[config.mk]
export PLATFORM = sky130hd
export DESIGN_NAME = startup_fault_seq
export DESIGN_NICKNAME = d
export VERILOG_FILES = /design/src/rtl/ssq_pkg.sv /design/src/rtl/ssq_pwm.sv /design/src/rtl/ssq_blank.sv /design/src/rtl/ssq_timer.sv /design/src/rtl/startup_fault_seq.sv
export SDC_FILE = /design/constraint.sdc
export NUM_CORES = 1
export LEC_CHECK = 0
export BUFFER_PORTS_ARGS = -buffer_cell sky130_fd_sc_hd__buf_2
export CAP_MARGIN = 20
export CORE_ASPECT_RATIO = 1.1
export CORE_UTILIZATION = 35
export CTS_BUF_LIST = sky130_fd_sc_hd__clkbuf_16
export DETAILED_ROUTE_END_ITERATION = 12
export PLACE_DENSITY = 0.61
export SLEW_MARGIN = 20
export SYNTH_ARGS = -nofsm -noshare
export SYNTH_HDL_FRONTEND = slang
export SYNTH_SLANG_ARGS = --single-unit
[constraint.sdc]
create_clock -name clk -period 2.9 [get_ports clk]
set_clock_uncertainty 0.15 [all_clocks]
set_input_delay 0.58 -clock clk [delete_from_list [all_inputs] [get_ports clk]]
set_output_delay 0.58 -clock clk [all_outputs]
set_load 0.05 [all_outputs]
[src/rtl/ssq_pkg.sv]
// Package: shared phase encoding for the start-up sequencer.
// Assumes: phase values are visible on the top-level phase_o port.
package ssq_pkg;
    typedef enum logic [2:0] {
        PH_WAIT    = 3'd0,
        PH_SOFT    = 3'd1,
        PH_CLOSED  = 3'd2,
        PH_HOLD    = 3'd3,
        PH_RESTART = 3'd4,
        PH_LATCH   = 3'd5
    } phase_e;
endpackage

[src/rtl/ssq_pwm.sv]
// Open-loop soft-start PWM. A period counter runs while en is high.
// The pulse width ramps from MIN_ON to MAX_ON, one cycle per SS_STEP cycles.
// The width is captured at each period start so a pulse never changes shape mid-way.
// Assumes: MIN_ON <= MAX_ON < PERIOD, SS_STEP >= 1; deasserting en restarts the ramp.
module ssq_pwm #(
    parameter int PERIOD  = 833,
    parameter int MIN_ON  = 25,
    parameter int MAX_ON  = 475,
    parameter int SS_STEP = 555
) (
    input  logic clk,
    input  logic rst_n,
    input  logic en,
    output logic pwm_on
);
    localparam int PW = $clog2(PERIOD + 1);
    localparam int SW = $clog2(SS_STEP + 1);
    localparam logic [PW-1:0] P_LAST = PW'(PERIOD - 1);
    localparam logic [PW-1:0] W_MIN  = PW'(MIN_ON);
    localparam logic [PW-1:0] W_MAX  = PW'(MAX_ON);
    localparam logic [SW-1:0] S_LAST = SW'(SS_STEP - 1);

    logic [PW-1:0] cnt;
    logic [PW-1:0] ramp;
    logic [PW-1:0] cur_w;
    logic [PW-1:0] w_eff;
    logic [SW-1:0] step;

    // Width in force: the ramp value at period start, otherwise the captured width.
    always_comb begin
        w_eff  = (cnt == '0) ? ramp : cur_w;
        pwm_on = en && (cnt < w_eff);
    end

    // Period counter, width capture and ramp stepping.
    always_ff @(posedge clk) begin
        if (!rst_n || !en) begin
            cnt   <= '0;
            ramp  <= W_MIN;
            cur_w <= W_MIN;
            step  <= '0;
        end else begin
            cnt   <= (cnt == P_LAST) ? '0 : cnt + 1'b1;
            cur_w <= w_eff;
            if (step == S_LAST) begin
                step <= '0;
                if (ramp < W_MAX) ramp <= ramp + 1'b1;
            end else begin
                step <= step + 1'b1;
            end
        end
    end

    // the ramp never falls while soft-start continues.
    p_ramp_up_r2: assert property (@(posedge clk) disable iff (!rst_n)
        (en && $past(en)) |-> (ramp >= $past(ramp)));

    // no pulse extends beyond the open-loop ceiling.
    p_width_cap_r2: assert property (@(posedge clk) disable iff (!rst_n)
        pwm_on |-> (cnt < W_MAX));
endmodule

[src/rtl/ssq_blank.sv]
// Edge blanker for a comparator flag. Passes raw through only once BLANK_CYC
// cycles have elapsed since the chosen edge of gate.
// RISE=1: the window follows a rising edge, and the flag is qualified only while gate is high.
// RISE=0: the window follows a falling edge.
// Assumes: BLANK_CYC >= 1; the edge cycle itself is blanked.
module ssq_blank #(
    parameter int BLANK_CYC = 5,
    parameter bit RISE      = 1'b1
) (
    input  logic clk,
    input  logic rst_n,
    input  logic gate,
    input  logic raw,
    output logic qual
);
    localparam int AW = $clog2(BLANK_CYC + 1);
    localparam logic [AW-1:0] A_SAT = AW'(BLANK_CYC);

    logic          gate_d;
    logic [AW-1:0] age;
    logic          edge_hit;
    logic          active;

    // Choose which gate edge opens the window and when the flag matters.
    generate
        if (RISE) begin : g_rise
            assign edge_hit = gate & ~gate_d;
            assign active   = gate;
        end else begin : g_fall
            assign edge_hit = ~gate & gate_d;
            assign active   = 1'b1;
        end
    endgenerate

    // Qualified flag: outside the blanking window only.
    always_comb begin
        qual = raw && active && !edge_hit && (age >= A_SAT);
    end

    // Track the previous gate level and the cycles elapsed since the edge.
    always_ff @(posedge clk) begin
        if (!rst_n) begin
            gate_d <= 1'b0;
            age    <= A_SAT;
        end else begin
            gate_d <= gate;
            if (edge_hit)          age <= AW'(1);
            else if (age < A_SAT)  age <= age + 1'b1;
        end
    end
endmodule

[src/rtl/ssq_timer.sv]
// Restart delay timer. It counts while run is high and raises done in its
// last cycle, so a phase that exits on done lasts exactly TAR_CYC cycles.
// Assumes: TAR_CYC >= 2; dropping run clears the count.
module ssq_timer #(
    parameter int TAR_CYC = 50_000_000
) (
    input  logic clk,
    input  logic rst_n,
    input  logic run,
    output logic done
);
    localparam int CW = $clog2(TAR_CYC);
    localparam logic [CW-1:0] C_LAST = CW'(TAR_CYC - 1);

    logic [CW-1:0] cnt;

    // Terminal count flag.
    always_comb done = run && (cnt == C_LAST);

    // Count up while running; clear when idle.
    always_ff @(posedge clk) begin
        if (!rst_n || !run) cnt <= '0;
        else if (!done)     cnt <= cnt + 1'b1;
    end
endmodule

[src/rtl/startup_fault_seq.sv]
// Start-up and fault protection sequencer for a flyback primary side.
// It sequences line wait, soft-start, closed loop, fault hold, restart wait and latch-off.
// It also produces the registered gate command.
// Assumes: all inputs are synchronous to clk; durations are in clock cycles;
// OL_MAX_ON_CYC <= CL_MAX_ON_CYC.
module startup_fault_seq
    import ssq_pkg::*;
#(
    parameter int PERIOD_CYC    = 833,
    parameter int MIN_ON_CYC    = 25,
    parameter int OL_MAX_ON_CYC = 475,
    parameter int CL_MAX_ON_CYC = 625,
    parameter int SS_STEP_CYC   = 555,
    parameter int RESTART_CYC   = 50_000_000,
    parameter int LEB_CYC       = 5,
    parameter int AUX_BLANK_CYC = 28
) (
    input  logic       clk,
    input  logic       rst_n,
    input  logic       line_uv,
    input  logic       line_ov,
    input  logic       aux_ov,
    input  logic       ocp,
    input  logic       sec_ctrl,
    input  logic       sec_gate,
    input  logic       halt_req,
    output logic       gate_o,
    output logic       gate_en,
    output logic [2:0] phase_o
);
    localparam int CLW = $clog2(CL_MAX_ON_CYC + 1);
    localparam logic [CLW-1:0] CL_CAP = CLW'(CL_MAX_ON_CYC);
    localparam int HW = $clog2(CL_MAX_ON_CYC + OL_MAX_ON_CYC + 2);
    localparam logic [HW-1:0] HR_OL = HW'(OL_MAX_ON_CYC);
    localparam logic [HW-1:0] HR_CL = HW'(CL_MAX_ON_CYC);

    phase_e         state, nxt;
    logic           restart_flag, flag_nxt;
    logic           gate_q, gate_nxt;
    logic [CLW-1:0] cl_cnt;
    logic           cl_ok;
    logic           ocp_cut;
    logic           pwm_on;
    logic           ocp_q;
    logic           aux_q;
    logic           tmr_done;
    logic [HW-1:0]  hi_run;

    ssq_pwm #(
        .PERIOD (PERIOD_CYC),
        .MIN_ON (MIN_ON_CYC),
        .MAX_ON (OL_MAX_ON_CYC),
        .SS_STEP(SS_STEP_CYC)
    ) u_pwm (
        .clk   (clk),
        .rst_n (rst_n),
        .en    (state == PH_SOFT),
        .pwm_on(pwm_on)
    );

    ssq_blank #(.BLANK_CYC(LEB_CYC), .RISE(1'b1)) u_ocp_blank (
        .clk  (clk),
        .rst_n(rst_n),
        .gate (gate_q),
        .raw  (ocp),
        .qual (ocp_q)
    );

    ssq_blank #(.BLANK_CYC(AUX_BLANK_CYC), .RISE(1'b0)) u_aux_blank (
        .clk  (clk),
        .rst_n(rst_n),
        .gate (gate_q),
        .raw  (aux_ov),
        .qual (aux_q)
    );

    ssq_timer #(.TAR_CYC(RESTART_CYC)) u_timer (
        .clk  (clk),
        .rst_n(rst_n),
        .run  (state == PH_RESTART),
        .done (tmr_done)
    );

    // Phase transitions with per-fault recovery and halt as top priority.
    always_comb begin
        nxt      = state;
        flag_nxt = restart_flag;
        case (state)
            PH_WAIT: begin
                if (line_ov) begin
                    nxt      = PH_HOLD;
                    flag_nxt = 1'b1;
                end else if (!line_uv) begin
                    nxt = PH_SOFT;
                end
            end
            PH_SOFT: begin
                if (line_uv || line_ov || aux_q || ocp_q) begin
                    nxt      = PH_HOLD;
                    flag_nxt = line_ov || aux_q || ocp_q;
                end else if (sec_ctrl) begin
                    nxt = PH_CLOSED;
                end
            end
            PH_CLOSED: begin
                if (line_uv || line_ov) begin
                    nxt      = PH_HOLD;
                    flag_nxt = line_ov;
                end else if (!sec_ctrl) begin
                    nxt = PH_RESTART;
                end
            end
            PH_HOLD: begin
                flag_nxt = restart_flag || line_ov;
                if (!(line_uv || line_ov || aux_ov || ocp))
                    nxt = flag_nxt ? PH_RESTART : PH_SOFT;
            end
            PH_RESTART: begin
                if (line_uv || line_ov) begin
                    nxt      = PH_HOLD;
                    flag_nxt = 1'b1;
                end else if (tmr_done) begin
                    nxt = PH_SOFT;
                end
            end
            PH_LATCH: nxt = PH_LATCH;
            default:  nxt = PH_WAIT;
        endcase
        if (halt_req) nxt = PH_LATCH;
    end

    // Gate request for the next cycle: open-loop PWM or capped secondary request.
    always_comb begin
        cl_ok    = cl_cnt < CL_CAP;
        gate_nxt = ((state == PH_SOFT) && (nxt == PH_SOFT) && pwm_on && !ocp_q) ||
                   ((state == PH_CLOSED) && (nxt == PH_CLOSED) && sec_gate &&
                    cl_ok && !ocp_cut && !ocp_q);
    end

    // Phase, restart flag and gate registers.
    always_ff @(posedge clk) begin
        if (!rst_n) begin
            state        <= PH_WAIT;
            restart_flag <= 1'b0;
            gate_q       <= 1'b0;
        end else begin
            state        <= nxt;
            restart_flag <= (nxt == PH_HOLD) ? flag_nxt : 1'b0;
            gate_q       <= gate_nxt;
        end
    end

    // Closed-loop on-time counter and pulse-cut memory, cleared between requests.
    always_ff @(posedge clk) begin
        if (!rst_n || !sec_gate || state != PH_CLOSED) begin
            cl_cnt  <= '0;
            ocp_cut <= 1'b0;
        end else begin
            if (cl_ok) cl_cnt <= cl_cnt + 1'b1;
            if (ocp_q) ocp_cut <= 1'b1;
        end
    end

    // Run-length of the current gate pulse, used by the on-time checks.
    always_ff @(posedge clk) begin
        if (!rst_n || !gate_q) hi_run <= '0;
        else if (hi_run != '1) hi_run <= hi_run + 1'b1;
    end

    assign gate_o  = gate_q;
    assign gate_en = (state == PH_SOFT) || (state == PH_CLOSED);
    assign phase_o = state;

    // the gate is only driven in a driving phase.
    p_gate_needs_en_r11: assert property (@(posedge clk) disable iff (!rst_n)
        gate_q |-> gate_en);

    // open-loop pulses stay under the open-loop ceiling.
    p_ol_cap_r2: assert property (@(posedge clk) disable iff (!rst_n)
        (gate_q && state == PH_SOFT) |-> (hi_run < HR_OL));

    // closed-loop pulses stay under the closed-loop ceiling.
    p_cl_cap_r3: assert property (@(posedge clk) disable iff (!rst_n)
        gate_q |-> (hi_run < HR_CL));

    // undervoltage drops the gate by the next clock.
    p_uv_gate_r4: assert property (@(posedge clk) disable iff (!rst_n)
        line_uv |=> !gate_q);

    // restart-wait leaves for soft-start only on the timer's terminal count.
    p_restart_len_r6: assert property (@(posedge clk) disable iff (!rst_n)
        (state == PH_RESTART && nxt == PH_SOFT) |-> tmr_done);

    // closed loop is not disturbed by auxiliary overvoltage.
    p_aux_closed_r7: assert property (@(posedge clk) disable iff (!rst_n)
        (state == PH_CLOSED && sec_ctrl && !line_uv && !line_ov && !halt_req)
        |=> (state == PH_CLOSED));

    // a halt request always latches.
    p_halt_r9: assert property (@(posedge clk) disable iff (!rst_n)
        halt_req |=> (state == PH_LATCH));

    // the latched phase is never left without reset.
    p_latch_hold_r9: assert property (@(posedge clk) disable iff (!rst_n)
        (state == PH_LATCH) |=> (state == PH_LATCH));
endmodule

==> metrics.yaml, run 1 <==
run_status:
  outcome: "complete, no violations"
global_route:
  antenna_found_initial: 1
  grt_pass1_vias: 3373
  top_usage_layer: "met2"
  grtUsageMet3: 0.0516
  grt_pass1_wl_um: 15700
  grtUsageMet1: 0.187
  grt.total_usage: 0.153
  met2_usage: 0.254
  grt-ovfl-total: 0
  grt_max_degree: 20
place:
  dp_cells: 675
  post-place-ws_ns: 0.0588
  gp_congestion: 0.893
  dp.final_hpwl_um: 6670
  portBuffers: 13
synthesis:
  synthesis.nets: 540
  synthTopCellsByArea: "dfxtp_1 41%, nor2_1 7.0%, xor2_1 6.4%"
  synth_area_leader_cell: "dfxtp_1"
  ys_types: 49
  synth.avg_cell_area_um2: 8.65
  syn-cell-area_um2: 4410
  yosysSeqAreaShare: 0.413
  synth_top_area_share: 0.413
  synth_warnings: 0
  syn-instance-count: 510
  synth_seq_cells: 91
flow_run:
  cap_viol_max_count: 0
die:
  rows: 42
  die_area_um2: 13100
  num_io_pins: 14
  start_util: 0.363
  die_y_um: 120
  core_area_um2: 12100
  dieWidth_um: 109
drt:
  dr.pass1.iters: 4
  post-route-drc-count: 0
  ant_nets: 0
  drtIter0Drc: 185
  wl_um: 9080
  via_per_inst: 5.06
  vias: 3496
  wl_per_cell_um: 13.1
finish:
  final_cells: 691
  post-route-util: 0.413
  drive_gt1_frac: 0.0894
  fill_cells: 1171
  layout.nets: 562
  area_growth_pct: 13.5
  n_antenna_cell: 0
sta:
  worst_pin_slew_ns: 0.637
  fin_crit_ns: 2.74
  rsz0062_at_grt: "false"
  fin_setup_tns_ns: 0
  setup_viol: 0
  min_period_over_period: 0.945
  max_slew_margin: 0.572
  fmax_mhz: 365
  hold_violations: 0
  worst_slack_ns: 0.160
  slew_viol_final: 0
setup_path:
  crit_arrival_ns: 2.88
  setup.worst_path.class: "reg2reg"
  slowest_stage: "dfxtp_1"
  max_stage_delay_ns: 0.42
  end_kind: "register"
  crit_fanout: 13
  crit_chain: "inv_1, ha_1, nand4b_1, buf_4, mux2i_1, ha_1, and4_1, a21oi_1, a21oi_1, nor4b_2, mux2_1"
  cp-start-kind: "register"
  cp.required_ns: 3.04
clock_tree:
  ctsLongestPathBuffers: 2
  clkTransAtPathRegs_ns: 0.06
  htreeDepth: 3
  numCtsBuffers: 9
  cts_tree: "done"
  clockRootBuffer: "clkbuf_16"
  hold_buffers: 0
  clk-insertion-delay-late_ns: 0.34
  clkSinkCount: 91
power_and_ir_drop:
  p_seq_frac: 0.494
  switching_power_uw: 612
  switching_share: 0.236
  clock_power_share: 0.442
  combPwrFrac: 0.064
  power_density_nw_per_um2: 519
  power.internal_mw: 1.99
  power.leakage_nw: 1.78
  ir_drop_v: 0.000360
hold_path:
  hp-class: "reg2reg"
[per-layer routing]
metal	part of all wire	vias to the layer above	wire (um)
met5	0.0014	-	13
met4	0.0097	2	88
met3	0.041	11	368
met2	0.49	33	4420
met1	0.46	1628	4190
li1	-	1822	-
[cells in the final DEF (no fill, tap or decap), types with 3 or more instances in the layout]
cell type | Yosys | layout
nand3b_1 | 4 | 4
a31oi_1 | 7 | 7
nor2b_1 | 5 | 5
nor4_1 | 5 | 4
ha_1 | 21 | 21
nor3b_1 | 7 | 7
inv_1 | 15 | 15
dfxtp_1 | 91 | 91
and4_1 | 3 | 3
nor2_1 | 82 | 82
xnor2_1 | 20 | 20
nand3_1 | 28 | 28
o21a_1 | 3 | 3
o21ai_1 | 8 | 8
buf_2 | 1 | 13
o21ai_0 | 12 | 12
xor2_1 | 32 | 32
or3_1 | 6 | 6
nand2_1 | 37 | 37
nand2b_1 | 4 | 4
clkbuf_16 | 0 | 9
and2_1 | 8 | 8
nand4_1 | 21 | 21
mux2i_1 | 16 | 16
buf_4 | 1 | 12
and3_1 | 12 | 12
a21oi_1 | 17 | 17
nor3_1 | 8 | 8
[worst max-delay path: cells and delay by family (launching register included)]
family	cells	cell delay (ns)
buffers and inverters	2	0.33
AND/OR/NAND/NOR	3	0.61
flip-flops	1	0.42
adder cells (fa/ha/maj)	2	0.49
multiplexers	2	0.44
AO/OA/AOI/OAI	2	0.26
[area by class of cell]
| cell class | instances | area [um^2] | share of cell area |
|---|---|---|---|
| clock inverters | 7 | 68.8 | 0.0137 |
| repair buffers | 25 | 155 | 0.0310 |
| multi-input cells | 390 | 2490 | 0.497 |
| clock buffers | 9 | 225 | 0.0450 |
| flip-flops and latches | 91 | 1820 | 0.364 |
| well taps | 154 | 193 | 0.0385 |
| inverters | 15 | 56.3 | 0.0112 |
[logic make-up (layout without fill, tap and decap cells)]
group / Yosys count / count (layout) / synth area share
AO/OA/AOI/OAI: 58 / 58 / 0.0797
XOR/XNOR: 52 / 52 / 0.103
adder cells (fa/ha/maj): 21 / 21 / 0.0596
buffers and inverters: 29 / 56 / 0.0258
flip-flops: 91 / 91 / 0.413
multiplexers: 17 / 17 / 0.0389
AND/OR/NAND/NOR: 242 / 242 / 0.280
[final timing paths]
check                             startpoint      end  slack [ns]  cells past startpoint
worst min register to register       ocp_cut  ocp_cut        0.32                      2
worst max register to register  u_pwm.cnt[0]   gate_o        0.16                     11
worst min-delay path                 ocp_cut  ocp_cut        0.32                      2
worst max-delay path            u_pwm.cnt[0]   gate_o        0.16                     11
[repair_timing]
item,CTS,global route
endpoints found under the setup margin,0,1
gates resized for setup,0,2
setup buffers,0,0
[metrics by stage]
stage               hold slack, ns  area, um^2  power, mW
global placement             0.282        4700       1.47
detailed placement           0.311        4700       1.48
global route                 0.363        5010       2.72
finish                       0.318        5010       2.60
CTS                          0.327        5000       2.64
floorplan                    0.273        4410       1.43
[flip-flops by register name, indices dropped and copies added (netlist names), 3 cells and up]
name,count
u_pwm.step,10
u_aux_blank.age,5
phase_o,3
u_pwm.ramp,10
u_pwm.cnt,10
cl_cnt,10
u_timer.cnt,26
u_pwm.cur_w,10
u_ocp_blank.age,3
[synthesized netlist by cell type (all sizes together)]
master	n
nor4b	2
and2	8
nor2b	5
nand4	21
nand2b	4
o31ai	1
and4	4
buf	3
and3	12
and4bb	1
xor2	32
dfxtp	91
nor3b	8
a31oi	8
a311oi	2
a21oi	17
mux2	1
mux2i	16
nand2	38
nand4b	1
o21ai	20
and4b	1
inv	15
o32ai	1
nor4	6
or2	1
nor4bb	1
nand3b	4
nand3	28
clkbuf	11
a21o	2
o21a	3
ha	21
or3	6
nor3	9
o211ai	2
nor2	82
o21bai	1
xnor2	20
a211oi	1
[power by group through the flow]
stage          registers, mW  clock network [mW]  logic [mW]
6_report                1.28                1.15       0.167
2_1_floorplan           1.32                   0       0.109
3_5_place_dp            1.31                   0       0.167
4_1_cts                 1.28                1.19       0.167
3_3_place_gp            1.31                   0       0.163
5_1_grt                 1.28                1.25       0.185
Power figures use the tool's default switching activity.
==> run 2, diff against run 1 <==
--- a/config.mk
+++ b/config.mk
@@ -15,4 +15,5 @@
 export SLEW_MARGIN = 20
 export SYNTH_ARGS = -nofsm -noshare
 export SYNTH_HDL_FRONTEND = slang
+export SYNTH_HIERARCHICAL = 1
 export SYNTH_SLANG_ARGS = --single-unit
==> run 2 against run 1 <==
Effect of this change: clock power about the same; total power down 0.17%; synthesized cell count up 7.8%; sequential power about the same; first-iteration DRC count down 4.9%; critical path type unchanged; critical endpoint unchanged.
==> metrics.yaml, run 2 <==
synthesis:
  yosysSeqAreaShare: 0.389
  syn-cell-area_um2: 4740
  yosysMostFrequentCell: "dfxtp_1"
  yosys-top-cells-count: "92 x dfxtp_1, 67 x nor2_1, 40 x nand2_1"
  synth_warnings: 6
  synth_edf_count: 0
  synth_seq_cells: 92
  syn-instance-count: 550
  synth_area_leader_cell: "dfxtp_1"
  synth_top_area_share: 0.389
  ys_types: 67
  synth.avg_cell_area_um2: 8.61
  synthesis.nets: 580
  ys.flop_type: "dfxtp_1"
  async_flop_share: 0
  synthTopCellsByArea: "dfxtp_1 39%, ha_1 5.5%, nor2_1 5.3%"
clock_tree:
  clkSinkCount: 92
  clkTransAtPathRegs_ns: 0.06
  ctsLongestPathBuffers: 2
  clk-insertion-delay-late_ns: 0.34
  clockRootBuffer: "clkbuf_16"
  htreeDepth: 3
  numCtsBuffers: 9
  cts_tree: "done"
global_route:
  grt_pass1_vias: 3655
  antenna_found_initial: 0
  grt.total_usage: 0.151
  grt-ovfl-total: 0
  grt_pass1_wl_um: 17200
  grt_max_degree: 22
sta:
  fmax_mhz: 361
  min_period_over_period: 0.955
  slew_viol_final: 0
  setup_viol: 0
  fin_setup_tns_ns: 0
  worst_pin_slew_ns: 0.808
  hold_violations: 0
  max_slew_margin: 0.456
  fin_crit_ns: 2.77
setup_path:
  crit_fanout: 4
  crit_arrival_ns: 2.90
  cp-start-kind: "register"
  slowest_stage: "or4b_1"
  cp.required_ns: 3.03
  max_stage_delay_ns: 0.52
  end_kind: "register"
  setup.worst_path.class: "reg2reg"
  crit_chain: "nor2b_2, and2b_2, and4_4, and3_4, nand2_1, inv_1, or4_4, a21oi_4, o311ai_2, or4b_1, a21oi_2"
die:
  num_io_pins: 14
  rows: 44
  start_util: 0.359
  core_area_um2: 13200
  dieWidth_um: 113
  die_area_um2: 14000
  die_y_um: 124
drt:
  vias: 3993
  wl_um: 10400
  post-route-drc-count: 0
  dr.pass1.iters: 6
  ant_nets: 0
  via_per_inst: 5.40
  wl_per_cell_um: 14.0
  drtIter0Drc: 176
finish:
  n_antenna_cell: 0
  fill_cells: 1311
  drive_gt1_frac: 0.130
  post-route-util: 0.407
  layout.nets: 603
  largest-register: "u_timer/cnt"
  largest_register_ffs: 26
  final_cells: 739
  mostFrequentLayoutCell: "dfxtp_1"
  area_growth_pct: 13.6
  final_cell_mix: "89 x dfxtp_1, 67 x nor2_1, 40 x nand2_1, 31 x nand3_1, 27 x a21oi_1"
  finalInstanceArea_um2: 5380
place:
  dp.final_hpwl_um: 7310
  placed_area_um2: 5030
  portBuffers: 13
  gp_congestion: 0.822
  dp_cells: 723
power_and_ir_drop:
  power.leakage_nw: 1.92
  power_density_nw_per_um2: 482
  power_mw: 2.59
  ir_drop_v: 0.000246
run_status:
  outcome: "complete, no violations"
hold_path:
  hp-class: "reg2reg"
flow_run:
  cap_viol_max_count: 0
run 2: changes by cell type after synthesis, moves of 6 or more:
cell / delta
a21oi_1: +12
nor2_1: -15
nor3_1: +7
o21ai_0: +7
o21ai_1: -8
o31ai_1: +8
or3_1: +6
or4_1: +12
xor2_1: -22
run 2: area by class of cell:
type	count	area, um^2	area share
Multi-Input combinational cell	422	2790	0.518
Timing Repair Buffer	29	189	0.0351
Sequential cell	92	1850	0.344
Tap cell	161	201	0.0374
Clock buffer	9	225	0.0418
Inverter	19	71.3	0.0132
Clock inverter	7	58.8	0.0109
run 2: power by group:
part	switching, mW	leakage [nW]	internal, mW
combinational	0.115	1.03	0.0642
clock	0.478	0.143	0.656
sequential	0.00726	0.744	1.27
total	0.600	1.92	1.99
run 2: per-stage QoR:
stage	hold slack [ns]	setup WS (ns)
global route	0.340	-0.0176
floorplan	0.279	0.00959
finish	0.324	0.130
CTS	0.321	0.0415
detailed placement	0.308	0.0413
global placement	0.305	0.129
run 2: final timing paths:
path	from	slack [ns]	cells after the start	endpoint
max	phase_o[2]	0.13	11	gate_o
min reg2reg	u_pwm/cur_w[0]	0.32	2	u_pwm/cur_w[0]
max reg2reg	phase_o[2]	0.13	11	gate_o
min	u_pwm/cur_w[0]	0.32	2	u_pwm/cur_w[0]
run 2: cells by family after synthesis:
| family | count (synthesis) | share of synthesized area |
|---|---|---|
| AND/OR/NAND/NOR | 266 | 0.308 |
| buffers and inverters | 36 | 0.0370 |
| multiplexers | 14 | 0.0298 |
| AO/OA/AOI/OAI | 88 | 0.120 |
| flip-flops | 92 | 0.389 |
| XOR/XNOR | 33 | 0.0610 |
| adder cells (fa/ha/maj) | 21 | 0.0555 |
run 2: routing by layer:
metal	GRT usage	wire [um]	vias up
met1	0.189	4970	1874
met2	0.257	4940	61
met3	0.0273	297	14
met4	0.0650	150	0
met5	0	0	-
li1	-	-	2044
run 2: timing repair:
| item | in CTS | in global routing |
|---|---|---|
| gates resized for setup | 0 | 16 |
| endpoints found under the hold margin | 0 | 0 |
| endpoints found under the setup margin | 0 | 1 |
| hold buffers | 0 | 0 |
| setup buffers | 0 | 0 |
run 2: critical path: cells and delay by family (launching register included):
family,cells,cell delay (ns)
AO/OA/AOI/OAI,3,0.39
buffers and inverters,1,0.05
flip-flops,1,0.33
AND/OR/NAND/NOR,7,1.78
